==> config.mk <==
export PLATFORM = sky130hd
export DESIGN_NAME = eel_loader
export DESIGN_NICKNAME = d
export VERILOG_FILES = /design/src/rtl/eel_pkg.sv /design/src/rtl/eel_fetch.sv /design/src/rtl/eel_sum.sv /design/src/rtl/eel_parse.sv /design/src/rtl/eel_loader.sv
export SDC_FILE = /design/constraint.sdc
export NUM_CORES = 1
export LEC_CHECK = 0
export BUFFER_PORTS_ARGS = -buffer_cell sky130_fd_sc_hd__buf_4
export CAP_MARGIN = 40
export CORE_AREA = 4 4 146 148
export CTS_CLUSTER_DIAMETER = 30
export DETAILED_ROUTE_END_ITERATION = 16
export DIE_AREA = 0 0 150 152
export SKIP_CTS_REPAIR_TIMING = 1
export SLEW_MARGIN = 0
export SYNTH_ARGS = -nofsm -noshare
export SYNTH_HDL_FRONTEND = slang
export SYNTH_HIERARCHICAL = 1
export SYNTH_SLANG_ARGS = --single-unit
==> constraint.sdc <==
create_clock -name clk -period 4.3 [get_ports clk]
set_input_delay 0.43 -clock clk [delete_from_list [all_inputs] [get_ports clk]]
set_output_delay 0.43 -clock clk [all_outputs]
set_load 0.02 [all_outputs]
==> src/rtl/eel_pkg.sv <==
package eel_pkg;
  // register byte address width and derived dword address width
  localparam int SYS_AW = 14;
  localparam int DWA_W  = SYS_AW - 2;
  localparam int CNT_W  = 16;

  typedef enum logic [1:0] {
    BT_SINGLE = 2'd0,
    BT_BURST  = 2'd1,
    BT_END    = 2'd2,
    BT_RSVD   = 2'd3
  } blk_type_e;

  typedef enum logic [1:0] {
    ERR_NONE    = 2'd0,
    ERR_SUM     = 2'd1,
    ERR_TYPE    = 2'd2,
    ERR_OVERRUN = 2'd3
  } load_err_e;

  typedef enum logic [2:0] {
    P_IDLE, P_HDR0, P_HDR1, P_CNT0, P_CNT1, P_DATA, P_WR, P_SUM
  } parse_st_e;

  typedef enum logic [1:0] {
    F_IDLE, F_REQ, F_RSP
  } fetch_st_e;
endpackage

==> src/rtl/eel_fetch.sv <==
module eel_fetch import eel_pkg::*; #(
  parameter int MEM_BYTES = 65536,
  parameter int EE_AW     = 16
) (
  input  logic             clk,
  input  logic             rst_n,
  input  logic             clr,
  input  logic             want,
  output logic             rd_req_valid,
  input  logic             rd_req_ready,
  output logic [EE_AW-1:0] rd_req_addr,
  input  logic             rd_rsp_valid,
  output logic             rd_rsp_ready,
  input  logic [7:0]       rd_rsp_data,
  output logic             byte_vld,
  output logic [7:0]       byte_data,
  output logic             overrun
);
  localparam int PTR_W = $clog2(MEM_BYTES + 1);
  localparam logic [PTR_W-1:0] LIMIT = PTR_W'(MEM_BYTES);

  fetch_st_e        st_q;
  logic [PTR_W-1:0] ptr_q;

  // a byte is needed but the pointer sits past the last valid address
  assign overrun      = (st_q == F_IDLE) && want && (ptr_q == LIMIT);
  assign rd_req_valid = (st_q == F_REQ);
  assign rd_req_addr  = EE_AW'(ptr_q);
  assign rd_rsp_ready = (st_q == F_RSP);
  assign byte_vld     = (st_q == F_RSP) && rd_rsp_valid;
  assign byte_data    = rd_rsp_data;

  always_ff @(posedge clk or negedge rst_n) begin
    if (!rst_n) begin
      st_q  <= F_IDLE;
      ptr_q <= '0;
    end else if (clr) begin
      st_q  <= F_IDLE;
      ptr_q <= '0;
    end else begin
      case (st_q)
        F_IDLE: if (want && (ptr_q != LIMIT)) st_q <= F_REQ;
        F_REQ:  if (rd_req_ready) st_q <= F_RSP;
        F_RSP:  if (rd_rsp_valid) begin
                  st_q  <= F_IDLE;
                  ptr_q <= ptr_q + 1'b1;
                end
        default: st_q <= F_IDLE;
      endcase
    end
  end
endmodule

==> src/rtl/eel_sum.sv <==
module eel_sum (
  input  logic       clk,
  input  logic       rst_n,
  input  logic       clr,
  input  logic       add_vld,
  input  logic [7:0] add_byte,
  output logic [7:0] sum_next
);
  logic [7:0] acc_q;

  // sum including the byte being delivered this cycle
  assign sum_next = acc_q + add_byte;

  always_ff @(posedge clk or negedge rst_n) begin
    if (!rst_n)       acc_q <= '0;
    else if (clr)     acc_q <= '0;
    else if (add_vld) acc_q <= sum_next;
  end
endmodule

==> src/rtl/eel_parse.sv <==
module eel_parse import eel_pkg::*; (
  input  logic              clk,
  input  logic              rst_n,
  input  logic              go,
  input  logic              byte_vld,
  input  logic [7:0]        byte_data,
  input  logic              overrun,
  input  logic [7:0]        sum_next,
  input  logic              wr_ready,
  output logic              want,
  output logic              busy,
  output logic              done,
  output logic              released,
  output load_err_e         err,
  output logic              wr_valid,
  output logic [SYS_AW-1:0] wr_addr,
  output logic [31:0]       wr_data
);
  parse_st_e        st_q;
  blk_type_e        typ_q;
  logic [DWA_W-1:0] dwa_q;
  logic [CNT_W-1:0] cnt_q;
  logic [31:0]      dw_q;
  logic [1:0]       bidx_q;
  logic             done_q, rel_q;
  load_err_e        err_q;

  assign busy     = (st_q != P_IDLE);
  assign want     = busy && (st_q != P_WR);
  assign done     = done_q;
  assign released = rel_q;
  assign err      = err_q;
  assign wr_valid = (st_q == P_WR);
  assign wr_addr  = {dwa_q, 2'b00};
  assign wr_data  = dw_q;

  always_ff @(posedge clk or negedge rst_n) begin
    if (!rst_n) begin
      st_q   <= P_IDLE;
      typ_q  <= BT_SINGLE;
      dwa_q  <= '0;
      cnt_q  <= '0;
      dw_q   <= '0;
      bidx_q <= '0;
      done_q <= 1'b0;
      rel_q  <= 1'b0;
      err_q  <= ERR_NONE;
    end else begin
      done_q <= 1'b0;
      case (st_q)
        P_IDLE: begin
          if (go) begin
            st_q  <= P_HDR0;
            err_q <= ERR_NONE;
            rel_q <= 1'b0;
          end
        end
        P_WR: begin
          if (wr_ready) begin
            dwa_q  <= dwa_q + 1'b1;
            cnt_q  <= cnt_q - 1'b1;
            bidx_q <= '0;
            st_q   <= (cnt_q == CNT_W'(1)) ? P_HDR0 : P_DATA;
          end
        end
        default: begin
          if (overrun) begin
            st_q   <= P_IDLE;
            done_q <= 1'b1;
            rel_q  <= 1'b1;
            err_q  <= ERR_OVERRUN;
          end else if (byte_vld) begin
            case (st_q)
              P_HDR0: begin
                typ_q      <= blk_type_e'(byte_data[1:0]);
                dwa_q[5:0] <= byte_data[7:2];
                if (blk_type_e'(byte_data[1:0]) == BT_RSVD) begin
                  st_q   <= P_IDLE;
                  done_q <= 1'b1;
                  rel_q  <= 1'b1;
                  err_q  <= ERR_TYPE;
                end else begin
                  st_q <= P_HDR1;
                end
              end
              P_HDR1: begin
                dwa_q[DWA_W-1:6] <= byte_data[DWA_W-7:0];
                bidx_q           <= '0;
                case (typ_q)
                  BT_SINGLE: begin
                    cnt_q <= CNT_W'(1);
                    st_q  <= P_DATA;
                  end
                  BT_BURST: st_q <= P_CNT0;
                  default:  st_q <= P_SUM;
                endcase
              end
              P_CNT0: begin
                cnt_q[7:0] <= byte_data;
                st_q       <= P_CNT1;
              end
              P_CNT1: begin
                cnt_q[15:8] <= byte_data;
                bidx_q      <= '0;
                st_q        <= ({byte_data, cnt_q[7:0]} == '0) ? P_HDR0 : P_DATA;
              end
              P_DATA: begin
                dw_q[8*bidx_q +: 8] <= byte_data;
                bidx_q              <= bidx_q + 1'b1;
                if (bidx_q == 2'd3) st_q <= P_WR;
              end
              P_SUM: begin
                st_q   <= P_IDLE;
                done_q <= 1'b1;
                rel_q  <= 1'b1;
                err_q  <= (sum_next == 8'hFF) ? ERR_NONE : ERR_SUM;
              end
              default: st_q <= P_IDLE;
            endcase
          end
        end
      endcase
    end
  end
endmodule

==> src/rtl/eel_loader.sv <==
module eel_loader import eel_pkg::*; #(
  parameter int MEM_BYTES = 65536,
  parameter int EE_AW     = 16
) (
  input  logic              clk,
  input  logic              rst_n,
  input  logic              start,
  output logic              busy,
  output logic              done,
  output logic              released,
  output logic [1:0]        err_code,
  output logic              cksum_fail,
  output logic              rd_req_valid,
  input  logic              rd_req_ready,
  output logic [EE_AW-1:0]  rd_req_addr,
  input  logic              rd_rsp_valid,
  output logic              rd_rsp_ready,
  input  logic [7:0]        rd_rsp_data,
  output logic              wr_valid,
  input  logic              wr_ready,
  output logic [SYS_AW-1:0] wr_addr,
  output logic [31:0]       wr_data
);
  logic      go, want, byte_vld, overrun;
  logic [7:0] byte_data, sum_next;
  load_err_e err;

  assign go         = start && !busy;
  assign err_code   = err;
  assign cksum_fail = (err == ERR_SUM);

  eel_fetch #(.MEM_BYTES(MEM_BYTES), .EE_AW(EE_AW)) u_fetch (
    .clk(clk), .rst_n(rst_n), .clr(go), .want(want),
    .rd_req_valid(rd_req_valid), .rd_req_ready(rd_req_ready), .rd_req_addr(rd_req_addr),
    .rd_rsp_valid(rd_rsp_valid), .rd_rsp_ready(rd_rsp_ready), .rd_rsp_data(rd_rsp_data),
    .byte_vld(byte_vld), .byte_data(byte_data), .overrun(overrun)
  );

  eel_sum u_sum (
    .clk(clk), .rst_n(rst_n), .clr(go),
    .add_vld(byte_vld), .add_byte(byte_data), .sum_next(sum_next)
  );

  eel_parse u_parse (
    .clk(clk), .rst_n(rst_n), .go(go),
    .byte_vld(byte_vld), .byte_data(byte_data), .overrun(overrun), .sum_next(sum_next),
    .wr_ready(wr_ready), .want(want), .busy(busy), .done(done), .released(released),
    .err(err), .wr_valid(wr_valid), .wr_addr(wr_addr), .wr_data(wr_data)
  );
endmodule

==> impl_summary.md, run 1 <==
Die
After floorplanning, the core was divided into 52 placement rows. The initial cell density of the core is 29.5%. Measured along the x axis, the die boundary spans 150 um. The vertical extent of the die is 152 um. The I/O pin total is 85.

The die area is about 0.023 mm2. The total area inside the core boundary comes to 0.0200 mm2.

Critical path
The required time of the critical path is about 4.6 ns. The critical path is of the flop to flop type. STA classifies the critical path startpoint as a flop. STA classifies the critical path endpoint as a flop. Along the worst path, the maximum fanout reaches 24. The data arrival at the endpoint of the critical path is 3.35 ns.

Logic synthesis
In the synthesized netlist the dominant register cell turns out to be dfrtp_1. The synthesized netlist devotes 23.3% of its cell area to simple gates. The average instance area after synthesis is 8.81 um2. The compound-cell area share of the yosys netlist is 18.9%. The sequential fraction of the synthesis area is 41.5%. Summing the areas of all xor and xnor instances in the mapped netlist gives 2.37% of the synthesized area. The synthesized netlist contains 77 unique library cells. Yosys mapped a number of flops with a built-in enable equal to 0.

The synthesized netlist devotes 4.36% of its cell area to adder and majority cells. Of the post-synthesis cell area, the part taken by muxes is under 10%. By area, the combinational part of the netlist is dominated by simple AND/OR/NAND/NOR gates. The synthesized flop and latch total is ~100. The cell area that synthesis handed to floorplanning was 0.00591 mm2. In the synthesized netlist the async set-or-reset flop fraction comes to 100%. The cell count after synthesis is 671. The number of warning messages in the yosys log is 6.

Timing
The time the worst path needs with I/O delays and setup is 3.08 ns. Setup violations remaining at the end of the flow were counted as 0. The clock arrives with 0.0154 ns of skew. The transition time at the pin with the least slew margin is 0.915 ns.

Timing would allow up to approximately 330 MHz. The worst slew margin relative to its limit is 38.9%. Setup repair after global routing left no endpoint under its margin. Setup total negative slack on the finished layout was measured at 0 ns.

The number of pins with negative max-slew slack in the final report came to 0. The final hold slack is 0.160 ns. The final cycle utilization of the critical path is a little under three quarters.

The final count of hold timing violations came to 0.

GRT
The via count of the first global-routing pass is 4467. The first global-routing pass estimated between 20000 and 30000 um of wire. The sum of overflow across all layers after global routing is 0. The number of antenna violations at the first check in global routing came to 0.

Global routing consumed, over all layers together, between 10% and 20% of the routing resources. Entering global routing, the biggest net connects 62 pins.

Clock tree
For the worst-skew pair, the clock arrives at the later sink with an insertion delay of 0.36 ns. The CTS root buffer is clkbuf_16. The clock passes through at most 2 buffers. In this run the number of H-tree levels came out at 3.

TritonCTS created 9 clock buffers. After clock tree synthesis, the clock-pin slew on the worst setup and hold paths is 0.07 ns. The number of clock sinks is 98. The clock tree from TritonCTS is built.

Cells and area
The multi-input combinational cell area is 0.00301 mm2. Relative to the synthesized area, the layout overhead comes to 15.6%. The post-route cell area is 0.00683 mm2.

The final core utilization is 34.1%. The fill cell instance count of the final layout is approximately 2200. Registers take 0.00245 mm2. The most common cell after layout, fill and taps aside is nand2_1.

The post-route netlist has 18.5% of its cells at a drive strength greater than 1. The repair_antennas step left the layout with diodes totalling 0. Leaving out fill and tap cells, the most frequent cells in the layout are 101 x nand2_1, 98 x dfrtp_1, 87 x buf_4, 69 x o21ai_0, 55 x nor2_1. The count of nets after finishing is approximately 750.

Power
Overall power consumption after layout is estimated at 3.89 mW. For this design the ratio of total power to cell area is 569 mW/mm2. The maximum vdd ir drop is 0.000285 V. Summed over all cells, the static leakage comes to just over 3 nW.

Routing
The number of detailed-route iterations in the first pass is 5. The final layout contains routed wiring with a total length of 15400 um. In the routed design, unresolved DRC markers number 0. The detail route stage leaves a number of antenna-violating nets equal to 0. In the final routed layout, each cell accounts on average for 15.6 um. In the routed layout, each cell is associated on average with a via count of just over 5.

The detailed router finished its first iteration with 362 violations. The overall via count from detail_route is 4974.

Run
Max-cap violations in this run came to 0.

Placement
After detailed placement, the total cell area comes to 0.00654 mm2. At the end of routability-driven placement, the weighted congestion stood at 0.791. Buffers placed on the I/O ports in this run total 82. Once detailed placement completed, the half-perimeter wirelength came to 10600 um.

Hold path
The class of the tightest hold or removal check is input pin to async pin.

Run status
The flow ran to the end, and the final reports show no timing, DRC or antenna violations.
==> registers in the layout, summed over array words and instances, names as in the netlist, 2 cells and up <==
signal / flops
u_fetch/st_q: 2
u_parse/wr_data: 32
u_sum/acc_q: 8
u_parse/dwa_q: 12
u_parse/st_q: 3
u_parse/bidx_q: 2
u_fetch/ptr_q: 17
u_parse/err: 2
u_parse/cnt_q: 16
u_parse/typ_q: 2
==> cell type report <==
cell class,instances,area share [%]
Clock buffer,9,3.30
Multi-Input combinational cell,495,44.1
Timing Repair Buffer,90,9.78
Sequential cell,98,35.9
Tap cell,270,4.94
Inverter,18,0.989
Clock inverter,7,1.03
==> worst paths after layout <==
| check | startpoint | end | slack (ns) | cells after the start |
|---|---|---|---|---|
| setup / recovery | u_parse/st_q[1]$_DFFE_PN0P_ | u_parse/cnt_q[15]$_DFFE_PN0P_ | 1.22 | 9 |
| hold / removal | rst_n | u_parse/done$_DFF_PN0_ | 0.16 | 1 |
| setup reg to reg | u_parse/st_q[1]$_DFFE_PN0P_ | u_parse/cnt_q[15]$_DFFE_PN0P_ | 1.22 | 9 |
| hold reg to reg | u_parse/wr_data[20]$_DFFE_PN0P_ | u_parse/wr_data[20]$_DFFE_PN0P_ | 0.48 | 2 |
| max in group asynchronous | rst_n | u_parse/wr_data[11]$_DFFE_PN0P_ | 3.13 | 2 |
| min in group clk | rd_req_ready | u_fetch/st_q[1]$_DFFE_PN0P_ | 0.35 | 3 |
==> cell usage after synthesis (8+ instances only) <==
| cell | instances | area share (%) |
|---|---|---|
| inv_1 | 17 | 1.1 |
| nand3_1 | 14 | 1.2 |
| nor3_1 | 9 | 0.76 |
| nand2_1 | 101 | 6.4 |
| buf_4 | 28 | 3.6 |
| nor2_1 | 55 | 3.5 |
| o21ai_1 | 20 | 1.7 |
| o21ai_0 | 69 | 5.8 |
| buf_2 | 12 | 1.0 |
| dfrtp_1 | 98 | 41 |
| ha_1 | 19 | 4.0 |
| a21oi_1 | 35 | 3.0 |
| nand2b_1 | 9 | 0.95 |
| a22oi_1 | 11 | 1.4 |
| nand4_1 | 8 | 0.85 |
| clkbuf_1 | 14 | 0.89 |
| xor2_1 | 9 | 1.3 |
==> stage by stage <==
| stage | instances | worst slack, ns |
|---|---|---|
| floorplan | 672 | 1.40 |
| finish | 987 | 1.22 |
| CTS | 987 | 1.30 |
| global placement | 968 | 1.37 |
| detailed placement | 971 | 1.31 |
| global route | 987 | 0.929 |
==> layer usage <==
metal  wire length, um  vias up  global-route usage (%)  part of all wire, %
met5                 0        -                       0                    0
met4               177        0                    3.66                  1.1
met3               761       10                    2.41                  4.9
met2              6880      135                    20.2                   45
met1              7590     2392                    20.4                   49
li1                  -     2437                       -                    -
==> worst max-delay path, cell delays in order, from the launching register on <==
cell and delay [ns]:
dfrtp_1 0.77, and2b_1 0.39, or3_1 0.18, nor4b_2 0.19, buf_4 0.27, nand2b_1 0.21
nor2_1 0.07, a32oi_2 0.60, o21ai_0 0.19, o21ai_1 0.11
==> where the power goes <==
group	switching (mW)	total, mW	internal [mW]	leakage, nW
clock network	0.398	0.805	0.408	0.135
registers	0.308	1.44	1.13	1.32
logic	0.968	1.64	0.676	1.59
total	1.67	3.89	2.22	3.04
==> cell families (layout without fill, tap and decap cells) <==
group	count (synthesis)	count (layout)
xor gates and xnor gates	16	16
AOI/OAI and AO/OA	185	185
adders and majority gates	20	20
muxes	10	10
other	1	2
and+or+nand+nor	262	262
DFF	98	98
buffers and inverters	79	124
Note: power is estimated with default switching activity, not from simulation.
==> run 2, diff against run 1 <==
--- a/config.mk
+++ b/config.mk
@@ -5,12 +5,13 @@
 export SDC_FILE = /design/constraint.sdc
 export NUM_CORES = 1
 export LEC_CHECK = 0
+export ABC_AREA = 1
 export BUFFER_PORTS_ARGS = -buffer_cell sky130_fd_sc_hd__buf_4
 export CAP_MARGIN = 40
-export CORE_AREA = 4 4 146 148
+export CORE_AREA = 4 4 150 152
 export CTS_CLUSTER_DIAMETER = 30
 export DETAILED_ROUTE_END_ITERATION = 16
-export DIE_AREA = 0 0 150 152
+export DIE_AREA = 0 0 154 156
 export SKIP_CTS_REPAIR_TIMING = 1
 export SLEW_MARGIN = 0
 export SYNTH_ARGS = -nofsm -noshare
==> constraint.sdc (replaced) <==
create_clock -name clk -period 2.6 [get_ports clk]
set_input_delay 0.26 -clock clk [delete_from_list [all_inputs] [get_ports clk]]
set_output_delay 0.26 -clock clk [all_outputs]
set_load 0.02 [all_outputs]
==> impl_summary.md, run 2 <==
Clock tree
The clock slew seen by the registers of the worst setup and hold paths came to 0.07 ns (about the same). The clock tree from TritonCTS is built. The TritonCTS buffer count is 9 (unchanged). The number of clock sinks is 98 (unchanged). The CTS root buffer is clkbuf_16. The clock latency at the later pin of the worst-skew pair came to 0.35 ns (about the same). The clock tree buffer depth is 2 (unchanged).

The number of levels the H-tree was split into is 3 (unchanged).

Die
The row count is 53 (+1.9%). The width of the chip is 154 um (+2.7%). The area of the core was 0.0210 mm2 (+4.9%). The initial cell density of the core is 30.0% (+0.49 points). The I/O pin total came to 85 (unchanged).

The die area came to 0.0240 mm2 (+5.4%). The vertical extent of the die is 156 um (+2.6%).

Logic synthesis
The cell count after synthesis is 897 (+34%). The biggest area consumer among synthesized cells is dfrtp_1. The sequential fraction of the synthesis area was 38.9% (-2.6 points).

The unique cell type count in the Yosys netlist was 44 (-43%). The synthesized flop and latch total is 98 (unchanged). The count of flip-flops with a built-in enable after synthesis was 0 (unchanged). The share of the synthesized area in the top cell type is 38.9% (-2.6 points). Sorting the synthesized cells by area gives the leading types as dfrtp_1 39%, nand2_1 16%, nor2_1 8.3%. The average instance area after synthesis is 7.03 um2 (-20%). The area share of fa/ha/maj cells after synthesis was 4.09% (-0.27 points). The synthesized-area fraction occupied by and/or/nand/nor cells is 38.5% (+15 points). The number of warning messages in the yosys log is 6 (unchanged). The cell area after technology mapping is 0.00630 mm2 (+6.6%).

The fraction of synthesis flops using an asynchronous set or reset pin is 100% (unchanged). The commonest cells after synthesis are 269 x nand2_1, 139 x nor2_1, 98 x dfrtp_1, 81 x inv_1, 59 x nand3_1. The compound-cell area share of the yosys netlist was 7.74% (-11 points).

For this run, the leading register cell type out of synthesis is dfrtp_1. The area share of xor/xnor cells in the synthesized design is 0.953% (-1.4 points). The share of cell area taken by muxes after synthesis is 0% (-1.8 points). The main combinational cell family by area after synthesis is simple AND/OR/NAND/NOR gates. Yosys instantiated no cell more often than nand2_1.

GRT
The global-route wire length before repair is 27700 um (+11%). The via count of the first global-routing pass is 5441 (+22%). The sum of overflow across all layers after global routing was 0 (unchanged). The global-route usage over all layers is 14.0% (+0.38 points).

The number of antenna violations at the first check in global routing is 0 (unchanged). The maximum number of pins on one net before global-route repair is 45 (-27%).

Cells and area
The layout overhead on the synthesized area is 17.5%. The fraction of layout instances using a drive strength above 1 was 16.8% (-1.7 points). The most common cell after layout, fill and taps aside is nand2_1. The final core utilization is 35.2% (+1.1 points). The fill cell instance count of the final layout is 2237 (+3.6%). The top cell types in the final layout, fill and taps aside, are 269 x nand2_1, 139 x nor2_1, 98 x dfrtp_1, 91 x buf_4, 80 x inv_1. The flip-flop count of the largest register, all copies and words added is 32 (unchanged). The count of nets after finishing is 998 (+34%).

The post-route cell area was 0.00741 mm2 (+8.4%). The number of diodes was 0 (unchanged).

Hold path
The worst hold path depth is 4. The path with the worst hold slack has its endpoint at u_fetch/st_q[0]$_DFFE_PN0P_. The worst hold path begins at rd_req_ready. The path class of the tightest hold or removal check is input pin to flop.

Critical path
Walking the worst path, the cells encountered are buf_4 -> nor2_1 -> nor2_1 -> inv_1 -> nand2_1 -> inv_1 -> nor4_4 -> inv_2 -> nand2_2 -> nor2_2 -> nand3_2 -> nor2_4 -> inv_2 -> nand2_1 -> nand2_1. The critical-path cell with the highest stage delay is dfrtp_1. The most critical setup path has its startpoint at u_parse/st_q[1]$_DFFE_PN0P_. The minimum setup slack among reg-to-reg paths was 0.24 ns (-0.99 ns). The delay of the slowest cell on the worst path is 0.39 ns (-0.38 ns). The number of buffers and inverters on the critical path was 5 (+4).

The top fanout value on the critical path was 9 (-63%). The data arrival at the endpoint of the critical path was 2.60 ns (-0.75 ns). The endpoint identified for the worst register-to-register timing path is u_parse/wr_data[14]$_DFFE_PN0P_. The startpoint identified for the worst register-to-register timing path is u_parse/st_q[1]$_DFFE_PN0P_. The kind of end point of the critical path is a flop. The element type at the critical path start is a flop. The most repeated library cell on the critical path is nand2_1. The cell count of the worst reg-to-reg path is 15 (+6). The top cell family by delay on the critical path is simple AND/OR/NAND/NOR gates. The worst setup path is of the flop to flop kind. The required time of the critical path is 2.84 ns (-1.74 ns).

Timing
The timing-limited maximum frequency was 423 MHz (+30%). The number of pins with negative max-slew slack in the final report was 0 (unchanged). Setup repair after global routing left no endpoint under its margin.

The final count of hold timing violations was 0 (unchanged). The worst slew margin relative to its limit is 59.5% (+21 points). The largest clock skew in the final design is 0.00801 ns (-0.00735 ns). The transition time at the pin with the least slew margin came to 0.608 ns (-0.307 ns). The time the worst path needs with I/O delays and setup is 2.36 ns (-0.712 ns). The final cycle utilization of the critical path is 90.9% (+19 points). The final setup violation count is 0 (unchanged).

Placement
The routability congestion estimate is 0.867 (+9.6%). The port buffer count was 82 (unchanged). The placed instance area is 0.00708 mm2 (+8.3%). The total half-perimeter wirelength after legalization and detailed placement is 12600 um (+19%).

Power
The share of power burned in combinational logic is 49.2% (+7.0 points). The leakage power of the design is 3.82 nW (+25%). The clock network fraction of total power is 18.4% (-2.3 points).

The internal portion of total power is 3.87 mW (+75%). The maximum vdd ir drop was 0.000357 V (+25%). The power dissipated by switching net loads is 3.43 mW (+110%).

The switching power share of the total is 47.0% (+4.0 points). The power per cell area is 987 mW/mm2 (+73%). The total power consumption of the routed design is 7.31 mW (+88%).

The sequential share of power is 32.4% (-4.7 points).

Routing
The per-cell via count in the routed design is 4.68 (-7.2%). The number of detailed-route iterations in the first pass came to 5 (unchanged). The overall via count from detail_route came to 5817 (+17%). The overall routed net length is 16700 um (+8.3%).

The mean routed wirelength per cell is 13.4 um (-14%). The DRC marker count from the first detailed-route iteration was 558 (+54%). The remaining antenna violation count after routing was 0 (unchanged). The post-route DRC violation count came to 0 (unchanged).

Run status
The run finished with clean final reports.

Run
The number of max-capacitance violations reported is 0 (unchanged).
## run 2: cell types whose count changed in the layout (fill, tap and decap cells not counted), moves of 8 or more
cell / change
nand2_1: +168
nor2_1: +84
inv_1: +63
nand3_1: +45
o21ai_0: -36
inv_2: +12
a22oi_1: -11
nand2_2: +11
nor2_4: +11
a21oi_1: -10
nand2b_1: -9
xor2_1: -8
## run 2: worst max path at each step
| stage | to | slack [ns] | depth (start not counted) |
|---|---|---|---|
| CTS | u_parse/st_q[2]$_DFFE_PN0P_ | -0.12 | 15 |
| global placement | u_parse/st_q[2]$_DFFE_PN0P_ | 0.12 | 15 |
| floorplan | u_parse/wr_data[6]$_DFFE_PN0P_ | 0.33 | 15 |
| global route | u_parse/wr_data[24]$_DFFE_PN0P_ | 0.003 | 15 |
| finish | u_parse/wr_data[14]$_DFFE_PN0P_ | 0.24 | 15 |
| detailed placement | u_parse/st_q[2]$_DFFE_PN0P_ | -0.08 | 15 |
## run 2: cell type report
type                    count  area (um2)  area share (%)
flip-flops and latches     98        2450            33.1
multi-input cells         667        3250            43.9
inverters                  96         363            4.90
well taps                 275         344            4.65
clock buffers              10         239            3.23
clock inverters             6        61.3           0.828
repair buffers             92         693            9.36
## run 2: tightest hold or removal path: cells and delay by family
kind | cells | cell delay, ns
buffers and inverters | 2 | 0.12
and+or+nand+nor | 2 | 0.08
## run 2: power groups by stage
stage / sequential, mW / clock [mW] / combinational (mW)
2_1_floorplan: 2.43 / 0 / 2.49
3_3_place_gp: 2.38 / 0 / 3.54
3_5_place_dp: 2.38 / 0 / 3.58
4_1_cts: 2.36 / 1.39 / 3.59
5_1_grt: 2.44 / 1.45 / 4.05
6_report: 2.37 / 1.34 / 3.60
## run 2: through the flow
step | worst slack, ns | setup TNS, ns | hold slack, ns | instances
6_report | 0.237 | 0 | 0.157 | 1244
4_1_cts | -0.122 | -2.57 | -0.0701 | 1243
2_1_floorplan | 0.333 | 0 | -0.0356 | 898
3_5_place_dp | -0.0830 | -1.32 | 0.316 | 1227
3_3_place_gp | 0.118 | 0 | 0.314 | 1227
5_1_grt | 0.00256 | 0 | 0.181 | 1244
## run 2: cells by family (layout without fill, tap and decap cells)
kind of cell / Yosys count / in the layout
other: 1 / 2
and+or+nand+nor: 547 / 547
xor gates and xnor gates: 6 / 6
DFF: 98 / 98
buffers and inverters: 133 / 204
AOI/OAI and AO/OA: 92 / 92
adders and majority gates: 20 / 20
## run 2: metal layers
metal / GRT usage [%] / wire length [um] / up-vias
met5: 0 / 0 / -
met4: 4.58 / 274 / 0
met3: 2.47 / 836 / 16
met2: 22.0 / 7640 / 150
met1: 19.6 / 7940 / 2693
li1: - / - / 2958
